===== config.mk =====
export PLATFORM = sky130hd
export DESIGN_NAME = dram_cmd_decode
export DESIGN_NICKNAME = d
export VERILOG_FILES = /design/src/rtl/dram_cmd_pkg.sv /design/src/rtl/cmd_classify.sv /design/src/rtl/mode_shadow.sv /design/src/rtl/dram_cmd_decode.sv
export SDC_FILE = /design/constraint.sdc
export NUM_CORES = 1
export LEC_CHECK = 0
export BUFFER_PORTS_ARGS = -buffer_cell sky130_fd_sc_hd__buf_2
export CELL_PAD_IN_SITES_DETAIL_PLACEMENT = 0
export CELL_PAD_IN_SITES_GLOBAL_PLACEMENT = 1
export CORE_MARGIN = 4
export CORE_UTILIZATION = 39
export CTS_BUF_LIST = sky130_fd_sc_hd__clkbuf_8
export DETAILED_ROUTE_END_ITERATION = 10
export PLACE_DENSITY = 0.89
export SLEW_MARGIN = 20
export SYNTH_ARGS = -nofsm -noshare
export SYNTH_HDL_FRONTEND = slang
export SYNTH_SLANG_ARGS = --single-unit

===== constraint.sdc =====
create_clock -name clk -period 1.45 [get_ports clk]
set_clock_uncertainty 0.05 [all_clocks]
set_input_delay 0.2175 -clock clk [delete_from_list [all_inputs] [get_ports clk]]
set_output_delay 0.2175 -clock clk [all_outputs]
set_load 0.02 [all_outputs]

===== src/rtl/dram_cmd_pkg.sv =====
package dram_cmd_pkg;

    localparam int NCMD    = 7;
    localparam int CI_ACT  = 0;
    localparam int CI_RD   = 1;
    localparam int CI_WR   = 2;
    localparam int CI_PRE  = 3;
    localparam int CI_MRS  = 4;
    localparam int CI_REF  = 5;
    localparam int CI_NOP  = 6;

    // pin positions whose meaning depends on the command
    localparam int AP_BIT  = 10;
    localparam int BC_BIT  = 12;

    typedef enum logic [1:0] {
        BLM_FIX8 = 2'b00,
        BLM_OTF  = 2'b01,
        BLM_FIX4 = 2'b10,
        BLM_RSV  = 2'b11
    } blm_e;

    typedef struct packed {
        logic [1:0] bl;
        logic       bt;
        logic       pd_fast;
        logic       tdqs;
    } mode_t;

endpackage


===== src/rtl/cmd_classify.sv =====
module cmd_classify
    import dram_cmd_pkg::*;
(
    input  logic            cs_n,
    input  logic            ras_n,
    input  logic            cas_n,
    input  logic            we_n,
    input  logic            cke,
    output logic [NCMD-1:0] hit,
    output logic            pd_hit,
    output logic            sr_hit
);
    logic [2:0] code;
    logic       ref_code;

    assign code     = {ras_n, cas_n, we_n};
    assign ref_code = !cs_n && (code == 3'b001);

    always_comb begin
        hit = '0;
        if (cke && !cs_n) begin
            unique case (code)
                3'b011:  hit[CI_ACT] = 1'b1;
                3'b101:  hit[CI_RD]  = 1'b1;
                3'b100:  hit[CI_WR]  = 1'b1;
                3'b010:  hit[CI_PRE] = 1'b1;
                3'b000:  hit[CI_MRS] = 1'b1;
                3'b001:  hit[CI_REF] = 1'b1;
                default: hit[CI_NOP] = 1'b1;
            endcase
        end
    end

    assign sr_hit = !cke && ref_code;
    assign pd_hit = !cke && !ref_code;
endmodule


===== src/rtl/mode_shadow.sv =====
module mode_shadow
    import dram_cmd_pkg::*;
#(
    parameter int BANK_W  = 3,
    parameter int MR0_SEL = 0,
    parameter int MR1_SEL = 1
) (
    input  logic              clk,
    input  logic              rst_n,
    input  logic              mrs,
    input  logic [BANK_W-1:0] sel,
    input  logic [1:0]        op_bl,
    input  logic              op_bt,
    input  logic              op_pdx,
    input  logic              op_tdqs,
    output mode_t             mode_q
);
    localparam logic [BANK_W-1:0] SEL0 = BANK_W'(MR0_SEL);
    localparam logic [BANK_W-1:0] SEL1 = BANK_W'(MR1_SEL);

    mode_t mode_d;

    always_comb begin
        mode_d = mode_q;
        if (mrs && sel == SEL0) begin
            mode_d.bl      = op_bl;
            mode_d.bt      = op_bt;
            mode_d.pd_fast = op_pdx;
        end
        if (mrs && sel == SEL1) begin
            mode_d.tdqs = op_tdqs;
        end
    end

    always_ff @(posedge clk or negedge rst_n) begin
        if (!rst_n) mode_q <= '0;
        else        mode_q <= mode_d;
    end
endmodule


===== src/rtl/dram_cmd_decode.sv =====
module dram_cmd_decode
    import dram_cmd_pkg::*;
#(
    parameter int BANK_W = 3,
    parameter int ROW_W  = 15,
    parameter int COL_W  = 10
) (
    input  logic                clk,
    input  logic                rst_n,
    input  logic                cs_n,
    input  logic                ras_n,
    input  logic                cas_n,
    input  logic                we_n,
    input  logic                cke,
    input  logic [BANK_W-1:0]   ba,
    input  logic [ROW_W-1:0]    addr,
    output logic [NCMD-1:0]     cmd_vld,
    output logic [BANK_W-1:0]   bank,
    output logic [ROW_W-1:0]    row,
    output logic [COL_W-1:0]    col,
    output logic                ap,
    output logic                bc,
    output logic                pre_all,
    output logic                pd_flag,
    output logic                sr_flag,
    output logic [1:0]          mr_bl,
    output logic                mr_bt,
    output logic                mr_pd_fast,
    output logic                mr_tdqs
);
    typedef struct packed {
        logic [NCMD-1:0]   cmd;
        logic [BANK_W-1:0] bank;
        logic [ROW_W-1:0]  row;
        logic [COL_W-1:0]  col;
        logic              ap;
        logic              bc;
        logic              all;
        logic              pd;
        logic              sr;
    } out_t;

    out_t            out_d, out_q;
    logic [NCMD-1:0] hit;
    logic            pd_hit, sr_hit;
    logic            chop;
    mode_t           mode_q;

    cmd_classify u_cls (
        .cs_n   (cs_n),
        .ras_n  (ras_n),
        .cas_n  (cas_n),
        .we_n   (we_n),
        .cke    (cke),
        .hit    (hit),
        .pd_hit (pd_hit),
        .sr_hit (sr_hit)
    );

    mode_shadow #(.BANK_W(BANK_W)) u_mode (
        .clk     (clk),
        .rst_n   (rst_n),
        .mrs     (hit[CI_MRS]),
        .sel     (ba),
        .op_bl   (addr[1:0]),
        .op_bt   (addr[3]),
        .op_pdx  (addr[BC_BIT]),
        .op_tdqs (addr[11]),
        .mode_q  (mode_q)
    );

    // chop decision uses the copy in force before this cycle's edge
    always_comb begin
        unique case (blm_e'(mode_q.bl))
            BLM_OTF:  chop = !addr[BC_BIT];
            BLM_FIX4: chop = 1'b1;
            default:  chop = 1'b0;
        endcase
    end

    always_comb begin
        out_d     = out_q;
        out_d.cmd = hit;
        out_d.ap  = 1'b0;
        out_d.bc  = 1'b0;
        out_d.all = 1'b0;
        out_d.pd  = pd_hit;
        out_d.sr  = sr_hit;
        if (hit[CI_ACT]) begin
            out_d.bank = ba;
            out_d.row  = addr;
        end
        if (hit[CI_RD] || hit[CI_WR]) begin
            out_d.bank = ba;
            out_d.col  = addr[COL_W-1:0];
            out_d.ap   = addr[AP_BIT];
            out_d.bc   = chop;
        end
        if (hit[CI_PRE]) begin
            out_d.bank = ba;
            out_d.all  = addr[AP_BIT];
        end
    end

    always_ff @(posedge clk or negedge rst_n) begin
        if (!rst_n) out_q <= '0;
        else        out_q <= out_d;
    end

    assign cmd_vld    = out_q.cmd;
    assign bank       = out_q.bank;
    assign row        = out_q.row;
    assign col        = out_q.col;
    assign ap         = out_q.ap;
    assign bc         = out_q.bc;
    assign pre_all    = out_q.all;
    assign pd_flag    = out_q.pd;
    assign sr_flag    = out_q.sr;
    assign mr_bl      = mode_q.bl;
    assign mr_bt      = mode_q.bt;
    assign mr_pd_fast = mode_q.pd_fast;
    assign mr_tdqs    = mode_q.tdqs;
endmodule


==> flow_summary.ini <==
[run_status]
outcome = completed

[synth]
ys_seq_area_frac = 0.633
synthTopCellsByCount = 45 x dfrtp_1, 24 x mux2_2, 9 x mux2_4
yosysMostFrequentCell = dfrtp_1
synth.distinct_cells = 21
syn_avg_cell_area_sq_um = 15.6
ys_seq_elements = 45
syn_inst = 114
syn_nets = 141
synth_warnings = 0
netlist_top_cells_area = dfrtp_1 63%, mux2_2 15%, mux2_4 7.6%
synth_edf_count = 0
yosys.area.top_type = dfrtp_1
synth_ff_type = dfrtp_1
netlist_area_sq_mm = 0.00178
synthArstFlopShare = 1.00
synth_top_cell_area_share = 0.633

[grt]
grt_pass1_vias = 1219
grt_usage = 0.140
grt_max_degree = 46
grt_pass1_wl_mm = 5.95
antenna_found_initial = 0
grt_overflow = 0

[routing]
postRouteWirelength_mm = 3.69
antenna_left = 0
drtPass1Iterations = 4
drc = 0
vias_per_cell = 4.77
num_vias = 1163
drt_iter0_markers = 31
wl_per_cell_um = 15.1

[power_and_ir_drop]
ir_drop_mv = 0.866
power.total_uw = 3260
p_per_area_mw_per_mm2 = 1410
power_leakage_uw = 0.00124

[cts]
htreeDepth = 2
cts_root_buf = clkbuf_8
ctsResizeCount = 0
cts_sinks = 45
numCtsBuffers = 5
clock_latency_ns = 0.29
clk_pin_slew_worst_paths_ns = 0.08
tritoncts = done
cts_buffer_depth = 2

[floorplan]
core_sq_mm = 0.00438
start_util = 0.406
die_y_um = 75.5
io_pins = 70
num_rows = 24
die_area_sq_mm = 0.00570
die_w_um = 75.5

[critical_path]
start_kind = primary input
crit_path_top_delay_cell = mux2_4
slowest_delay_ns = 0.38
worstSetupPathType = primary input to flip-flop
r2r_cells = 3
path_cells = buf_2, nor3b_4, nand3_4, mux2_4
required_ns = 1.57
worstPathMaxFanout = 16
rrSetupSlack_ns = 0.28
endpoint_kind = flip-flop
r2r-start = u_mode.mode_q[3]
cp.arrival_ns = 1.31
startpoint = cs_n
r2r_end = bc

[worst_hold_path]
hold_path_class = primary input to flip-flop
hp-start = cke
hold_path_depth = 2
hold_end = pd_flag

[timing]
post-route-min-period_ns = 1.19
max_slew.worst_pin.slew_ns = 0.364
finalCritPeriodShare = 0.823
maxSlewHeadroom = 0.755
fmax_ghz = 0.838
rsz0062_at_grt = false
drv_slew = 0
setup_viol_count_final = 0
hold_viol = 0
whs_ns = 0.0898

[place]
gp_congestion = 0.761
dpl.hpwl_mm = 2.78
port_buffers = 69
post_dp_cell_area_sq_mm = 0.00220

[layout]
layout-area-overhead-vs-synth_pct = 30.3
postLayoutCoreUtil = 0.529
num_antenna_cells = 0
design_area_sq_mm = 0.00232
drive_gt1_frac = 0.604
final_nets = 219

[flow_run]
drv_cap = 0
## per-layer routing
metal / GRT usage / vias to the layer above / part of all wire
li1: - / 548 / -
met1: 0.168 / 572 / 0.40
met2: 0.244 / 41 / 0.52
met3: 0.0409 / 2 / 0.074
met4: 0.0408 / 0 / 0.0060
met5: 0 / - / 0
## layout by cell type (no fill, tap or decap)
cell type      instances
a21oi_1                1
and2_1                 3
buf_12                 1
buf_2                 69
buf_4                  4
bufinv_16              1
clkbuf_8               5
clkinv_2               1
dfrtp_1               45
dlygate4sd3_1          1
ha_1                   2
inv_1                  5
mux2_2                24
mux2_4                 9
nand2b_1               2
nand3_4                1
nand3b_1               1
nand4_1                1
nand4b_1               1
nor2_1                 6
nor3_1                 3
nor3b_4                1
nor4_1                 3
or2b_1                 1
xor2_1                 1
## layout make-up
| cell class | count | area, sq um |
|---|---|---|
| Sequential cell | 45 | 1130 |
| Clock inverter | 2 | 35.0 |
| Timing Repair Buffer | 75 | 405 |
| Tap cell | 52 | 65.1 |
| Multi-Input combinational cell | 60 | 598 |
| Inverter | 5 | 18.8 |
| Fill cell | 393 | 2070 |
| Clock buffer | 5 | 68.8 |
## kinds of logic (layout without fill, tap and decap cells)
group / count (synthesis) / in the layout / synth area share
DFF: 45 / 45 / 0.633
and+or+nand+nor: 23 / 23 / 0.0866
xor gates and xnor gates: 1 / 1 / 0.00493
muxes: 33 / 33 / 0.228
buffers and inverters: 9 / 87 / 0.0303
adders and majority gates: 2 / 2 / 0.0141
AOI/OAI and AO/OA: 1 / 1 / 0.00281
## sequential cells by signal (all words and copies together), names as in the netlist
name and flops:
sr_flag 1, cmd_vld 7, pre_all 1, ap 1
u_mode.mode_q 5, row 15, col 10, bc 1
bank 3, pd_flag 1
## worst max-delay path, delay by kind of cell
family	cells	cell delay, ns
simple gates	2	0.58
mux	1	0.38
buf+inv	1	0.14
## metrics by stage
step	setup WS, ns	cells	TNS, ns
after floorplan	0.104	114	0
after global placement	-0.0182	236	-0.164
after detailed placement	-0.0704	236	-0.892
after CTS	0.249	244	0
after global routing	0.173	244	0
final	0.257	244	0
## report_power, final
part           internal (uW)  switching [uW]  leakage (uW)
clock                    501             398     0.0000540
sequential              1450            97.4      0.000572
combinational            356             459      0.000615
## how the worst max path moves through the flow
stage	to
after floorplan	row[10]
after global placement	row[9]
after detailed placement	row[8]
after CTS	row[12]
after global routing	row[7]
final	row[12]
## what timing repair did
action,4_1_cts,5_1_grt
hold buffers,1,0
endpoints found under the hold margin,45,0
setup buffers,0,0
Power figures use the tool's default switching activity.
